==> config.mk <==
export PLATFORM = sky130hd
export DESIGN_NAME = scordic_hub
export DESIGN_NICKNAME = d
export VERILOG_FILES = /design/src/rtl/scordic_pkg.sv /design/src/rtl/sc_slot_ring.sv /design/src/rtl/sc_prerot.sv /design/src/rtl/sc_micro_rot.sv /design/src/rtl/sc_result_bank.sv /design/src/rtl/scordic_hub.sv
export SDC_FILE = /design/constraint.sdc
export NUM_CORES = 2
export LEC_CHECK = 0
export BUFFER_PORTS_ARGS = -buffer_cell sky130_fd_sc_hd__buf_4
export CORE_MARGIN = 4
export CORE_UTILIZATION = 50
export CTS_CLUSTER_SIZE = 40
export DETAILED_ROUTE_END_ITERATION = 10
export PLACE_DENSITY = 0.65
export SYNTH_ARGS = -nofsm -noshare
export SYNTH_HDL_FRONTEND = slang
export SYNTH_HIERARCHICAL = 1
export SYNTH_SLANG_ARGS = --single-unit
==> constraint.sdc <==
create_clock -name clk -period 8.9 [get_ports clk]
set_clock_uncertainty 0.05 [all_clocks]
set_input_delay 1.335 -clock clk [delete_from_list [all_inputs] [get_ports clk]]
set_output_delay 1.335 -clock clk [all_outputs]
set_load 0.01 [all_outputs]
==> src/rtl/scordic_pkg.sv <==
// Shared constants for the slotted CORDIC rotator.
// Assumes a 16-bit angle where 2^16 counts one full turn.
package scordic_pkg;

    localparam int ANG_W = 16;

    // Arctangent of 2^-i expressed in turn units (65536 per turn), rounded.
    function automatic logic [ANG_W-1:0] atan_step(input int i);
        case (i)
            0:       return 16'd8192;
            1:       return 16'd4836;
            2:       return 16'd2555;
            3:       return 16'd1297;
            4:       return 16'd651;
            5:       return 16'd326;
            6:       return 16'd163;
            7:       return 16'd81;
            8:       return 16'd41;
            9:       return 16'd20;
            10:      return 16'd10;
            11:      return 16'd5;
            12:      return 16'd3;
            13:      return 16'd1;
            14:      return 16'd1;
            default: return 16'd0;
        endcase
    endfunction

endpackage

==> src/rtl/sc_slot_ring.sv <==
// Rotating slot counter: grants one requester per clock in strict order.
// Assumes a synchronous active-low reset that returns the grant to requester 0.
module sc_slot_ring #(
    parameter int N_REQ = 16,
    localparam int SW = $clog2(N_REQ)
) (
    input  logic          clk,
    input  logic          rst_n,
    output logic [SW-1:0] slot
);
    // Advance the grant and wrap after the last requester.
    always_ff @(posedge clk) begin
        if (!rst_n)                              slot <= '0;
        else if (slot == SW'(N_REQ - 1))         slot <= '0;
        else                                     slot <= slot + 1'b1;
    end
endmodule

==> src/rtl/sc_prerot.sv <==
// Quadrant fold: turns the operand by +/-90 degrees when the angle lies in
// the back half-turn, so the residual angle stays inside the range the
// micro-rotations can converge over. Registered, carries valid and tag.
module sc_prerot #(
    parameter int DW = 16,
    parameter int IW = 18,
    parameter int TW = 4,
    localparam int AW = scordic_pkg::ANG_W
) (
    input  logic                 clk,
    input  logic                 rst_n,
    input  logic                 in_v,
    input  logic [TW-1:0]        in_tag,
    input  logic signed [DW-1:0] in_x,
    input  logic signed [DW-1:0] in_y,
    input  logic [AW-1:0]        in_a,
    output logic                 out_v,
    output logic [TW-1:0]        out_tag,
    output logic signed [IW-1:0] out_x,
    output logic signed [IW-1:0] out_y,
    output logic [AW-1:0]        out_z
);
    localparam logic [AW-1:0] QTR = AW'(1) << (AW - 2);

    logic signed [IW-1:0] wx, wy, fx, fy;
    logic [AW-1:0]        fz;

    assign wx = IW'(in_x);
    assign wy = IW'(in_y);

    // Choose the fold from the two top angle bits.
    always_comb begin
        fx = wx;
        fy = wy;
        fz = in_a;
        case (in_a[AW-1:AW-2])
            2'b01: begin fx = -wy; fy = wx;  fz = in_a - QTR; end
            2'b10: begin fx = wy;  fy = -wx; fz = in_a + QTR; end
            default: ;
        endcase
    end

    // Valid bit under reset.
    always_ff @(posedge clk) begin
        if (!rst_n) out_v <= 1'b0;
        else        out_v <= in_v;
    end

    // Payload register.
    always_ff @(posedge clk) begin
        out_tag <= in_tag;
        out_x   <= fx;
        out_y   <= fy;
        out_z   <= fz;
    end
endmodule

==> src/rtl/sc_micro_rot.sv <==
// One CORDIC micro-rotation by +/-atan(2^-SHIFT), direction from the sign of
// the residual angle. Registered; carries valid and requester tag.
module sc_micro_rot #(
    parameter int IW    = 18,
    parameter int TW    = 4,
    parameter int SHIFT = 0,
    localparam int AW   = scordic_pkg::ANG_W
) (
    input  logic                 clk,
    input  logic                 rst_n,
    input  logic                 in_v,
    input  logic [TW-1:0]        in_tag,
    input  logic signed [IW-1:0] in_x,
    input  logic signed [IW-1:0] in_y,
    input  logic [AW-1:0]        in_z,
    output logic                 out_v,
    output logic [TW-1:0]        out_tag,
    output logic signed [IW-1:0] out_x,
    output logic signed [IW-1:0] out_y,
    output logic [AW-1:0]        out_z
);
    localparam logic [AW-1:0] STEP = scordic_pkg::atan_step(SHIFT);

    logic signed [IW-1:0] sx, sy;
    assign sx = in_x >>> SHIFT;
    assign sy = in_y >>> SHIFT;

    // Valid bit under reset.
    always_ff @(posedge clk) begin
        if (!rst_n) out_v <= 1'b0;
        else        out_v <= in_v;
    end

    // Rotate towards zero residual angle.
    always_ff @(posedge clk) begin
        out_tag <= in_tag;
        if (in_z[AW-1]) begin
            out_x <= in_x + sy;
            out_y <= in_y - sx;
            out_z <= in_z + STEP;
        end else begin
            out_x <= in_x - sy;
            out_y <= in_y + sx;
            out_z <= in_z - STEP;
        end
    end
endmodule

==> src/rtl/sc_result_bank.sv <==
// Private result registers, one per requester, each with a valid flag.
// Writes come from the pipeline end by tag; reads and clears follow the slot.
// Assumes the pipeline never writes the register of the current slot owner.
module sc_result_bank #(
    parameter int N_REQ = 16,
    parameter int IW    = 18,
    localparam int SW   = $clog2(N_REQ)
) (
    input  logic                 clk,
    input  logic                 rst_n,
    input  logic                 we,
    input  logic [SW-1:0]        wtag,
    input  logic signed [IW-1:0] wx,
    input  logic signed [IW-1:0] wy,
    input  logic [SW-1:0]        slot,
    input  logic                 collect,
    output logic [N_REQ-1:0]     vld,
    output logic                 rd_v,
    output logic signed [IW-1:0] rd_x,
    output logic signed [IW-1:0] rd_y
);
    logic signed [IW-1:0] rx [N_REQ];
    logic signed [IW-1:0] ry [N_REQ];

    // Valid flags: clear on collect, set on write (write wins).
    always_ff @(posedge clk) begin
        if (!rst_n) begin
            vld <= '0;
        end else begin
            if (collect) vld[slot] <= 1'b0;
            if (we)      vld[wtag] <= 1'b1;
        end
    end

    // Result data storage.
    always_ff @(posedge clk) begin
        if (we) begin
            rx[wtag] <= wx;
            ry[wtag] <= wy;
        end
    end

    assign rd_v = vld[slot];
    assign rd_x = rx[slot];
    assign rd_y = ry[slot];
endmodule

==> src/rtl/scordic_hub.sv <==
// Shared, time-slotted CORDIC rotator. One requester owns each clock; the
// owner may issue an operation and/or collect its own result. Outputs carry
// the uncorrected CORDIC gain. Assumes the hub muxes the owner onto the ports.
module scordic_hub #(
    parameter int N_REQ  = 16,
    parameter int DATA_W = 16,
    parameter int GUARD  = 2,
    parameter int STAGES = 16,
    localparam int SW    = $clog2(N_REQ),
    localparam int IW    = DATA_W + GUARD,
    localparam int AW    = scordic_pkg::ANG_W
) (
    input  logic              clk,
    input  logic              rst_n,
    output logic [SW-1:0]     slot_o,
    input  logic              issue_i,
    input  logic [DATA_W-1:0] x_i,
    input  logic [DATA_W-1:0] y_i,
    input  logic [AW-1:0]     ang_i,
    input  logic              collect_i,
    output logic              rdy_o,
    output logic [IW-1:0]     rx_o,
    output logic [IW-1:0]     ry_o
);
    logic                 sv   [STAGES+1];
    logic [SW-1:0]        stag [STAGES+1];
    logic signed [IW-1:0] sx   [STAGES+1];
    logic signed [IW-1:0] sy   [STAGES+1];
    logic [AW-1:0]        sz   [STAGES+1];

    logic [N_REQ-1:0]     res_vld;
    logic                 bank_we;
    logic [SW-1:0]        bank_tag;
    logic signed [IW-1:0] bank_rx, bank_ry;

    sc_slot_ring #(.N_REQ(N_REQ)) u_ring (
        .clk(clk), .rst_n(rst_n), .slot(slot_o)
    );

    sc_prerot #(.DW(DATA_W), .IW(IW), .TW(SW)) u_fold (
        .clk(clk), .rst_n(rst_n),
        .in_v(issue_i), .in_tag(slot_o),
        .in_x(x_i), .in_y(y_i), .in_a(ang_i),
        .out_v(sv[0]), .out_tag(stag[0]),
        .out_x(sx[0]), .out_y(sy[0]), .out_z(sz[0])
    );

    for (genvar k = 0; k < STAGES; k++) begin : g_iter
        sc_micro_rot #(.IW(IW), .TW(SW), .SHIFT(k)) u_rot (
            .clk(clk), .rst_n(rst_n),
            .in_v(sv[k]), .in_tag(stag[k]),
            .in_x(sx[k]), .in_y(sy[k]), .in_z(sz[k]),
            .out_v(sv[k+1]), .out_tag(stag[k+1]),
            .out_x(sx[k+1]), .out_y(sy[k+1]), .out_z(sz[k+1])
        );
    end

    assign bank_we  = sv[STAGES];
    assign bank_tag = stag[STAGES];

    sc_result_bank #(.N_REQ(N_REQ), .IW(IW)) u_bank (
        .clk(clk), .rst_n(rst_n),
        .we(bank_we), .wtag(bank_tag),
        .wx(sx[STAGES]), .wy(sy[STAGES]),
        .slot(slot_o), .collect(collect_i),
        .vld(res_vld), .rd_v(rdy_o), .rd_x(bank_rx), .rd_y(bank_ry)
    );

    assign rx_o = bank_rx;
    assign ry_o = bank_ry;
endmodule

==> metrics.cfg <==
[sta]
slew_headroom=0.260
worst_pin_slew_ns=1.11
clock.fmax_mhz=199
fin_crit_sh=0.565
rsz0062_at_grt=no
finalSetupViolCount=0
finalHoldViolCount=0
drv_slew=0
layout_min_cycle_time_ns=5.03
tns_ns=0

[clocking]
ctsResizeCount=0
path_clk_slew_ns=0.06
cts_root_buf=clkbuf_16
cts_setup_buffers=0
holdBufCountCts=0
cts_sinks=1533
clockBufferDepth=3
clk_latency_ns=0.82
cts_buffers=165
cts_tree=yes
htree_levels=4

[run]
drv_cap=0

[grt]
overflow=0
met3_usage=0.0268
antenna_found_initial=0
met1_usage=0.279
grt_pass1_vias=61700
grt_max_degree=83
grt.busiest_layer=met2
grtUsageTotal=0.230
grt.met2_usage=0.411
grt_first_pass_wirelength_um=334000

[routing]
vias=62700
wl_um=211000
ant_nets=0
viasPerCell=5.82
wl_per_cell_um=19.6
drc_errors=0
firstDrtPassIters=5
drt_iter0_drc=4195

[outcome]
status=completed

[final_layout]
nets=9237
fill_cells=14800
post_route_cells_drive_above_1_share=0.0988
seq_area_um2=36500
syn_to_final_growth_pct=10.6
multi_input_area_um2=47800
design_area_um2=95800

[worst_setup_path]
critPathArrivalTime_ns=3.64
r2r_cells=10
worstSetupStartpointType=flip-flop
crit_end=rx_o[16]
cp_max_fo=49
crit_type=flip-flop to output pin
cp-end-kind=output pin
r2r_start=g_iter[12].u_rot/out_z[15]
path_cells=buf_4, mux4_2, a22oi_1, nand2_1, buf_4
path_common_cell=buf_4
reg2reg_slack_ns=5.04
reg2reg_to=g_iter[13].u_rot/out_x[17]
cp.required_ns=7.52
cp_slowest_stage_delay_ns=0.85
cp-startpoint=u_ring/slot[0]
cp_slowest_cell=buf_4

[floorplanning]
initial_core_util=0.504
rows=152
coreArea_um2=172000
die_area_um2=180000
ioPinCount=93
die_h_um=424
die_x_um=424

[place]
place_area_um2=89700
gp_congestion=0.899
hpwl_um=154000
portBuffers=92

[synth]
ys_warn_count=6
netlist_area_um2=86600
syn_nets=9141
synthesis.instances=8216
syn_area_per_cell_um2=10.5

[hold_path]
hp-class=flip-flop to flip-flop

==> cells in the final DEF, fill, tap and decap left out, types with 130 or more instances in the layout <==
master     instances
nor2_1           538
edfxtp_1         576
nor3_1           168
mux4_2           148
ha_1             826
buf_4            130
a21o_1           247
clkbuf_16        170
xnor2_1          576
dfxtp_1          954
xor2_1           291
o21ai_0          360
nand2_1          409
a21oi_1          685
inv_1            403
==> state kept, by name, indices dropped and copies added, names as in the netlist, 18 cells and up <==
signal	cells
g_iter.u_rot/out_tag	64
u_bank/ry	288
u_fold/out_x	18
g_iter.u_rot/out_y	288
g_iter.u_rot/out_z	225
u_bank/rx	288
g_iter.u_rot/out_x	287
u_fold/out_y	18
==> worst min path at each step <==
stage / cells after the start / startpoint / to
final: 0 / g_iter[4].u_rot/out_tag[3] / g_iter[5].u_rot/out_tag[3]
after global routing: 0 / g_iter[9].u_rot/out_tag[0] / g_iter[10].u_rot/out_tag[0]
after CTS: 0 / g_iter[9].u_rot/out_tag[0] / g_iter[10].u_rot/out_tag[0]
after detailed placement: 0 / u_fold/out_z[7] / g_iter[0].u_rot/out_z[7]
after global placement: 0 / u_fold/out_z[10] / g_iter[0].u_rot/out_z[10]
after floorplan: 0 / u_fold/out_tag[0] / g_iter[0].u_rot/out_tag[0]
==> layer usage <==
metal / up-vias / routed length [um]
met4: 0 / 8980
met3: 412 / 8820
met2: 1540 / 106000
met1: 30200 / 87300
li1: 30500 / -
met5: - / 0
==> final cells by class <==
| type | instances | area share |
|---|---|---|
| diodes | 2 | 0.0000523 |
| clock buffers | 225 | 0.0497 |
| clock inverters | 84 | 0.0140 |
| inverters | 412 | 0.0162 |
| multi-input cells | 6069 | 0.499 |
| flip-flops and latches | 1533 | 0.381 |
| well taps | 2310 | 0.0302 |
| repair buffers | 131 | 0.0104 |
==> metrics by stage <==
stage | cells | setup slack, ns | utilization | hold slack [ns]
2_1_floorplan | 8216 | 5.62 | - | 0.260
3_3_place_gp | 10500 | 4.69 | 0.521 | 0.261
3_5_place_dp | 10500 | 4.67 | 0.521 | 0.262
4_1_cts | 10800 | 3.74 | 0.557 | 0.229
5_1_grt | 10800 | 3.58 | 0.557 | 0.239
6_report | 10800 | 3.87 | 0.557 | 0.238
==> critical path: cells and delay by family (launching register included) <==
family,cells,cell delay [ns]
and+or+nand+nor,1,0.19
muxes,1,0.62
buffers and inverters,2,1.05
AOI/OAI and AO/OA,1,0.21
DFF,1,0.68
Power is left out: the tool's default activity adds up to more than one toggle a clock period on the data nets, which glitch-free logic cannot reach.
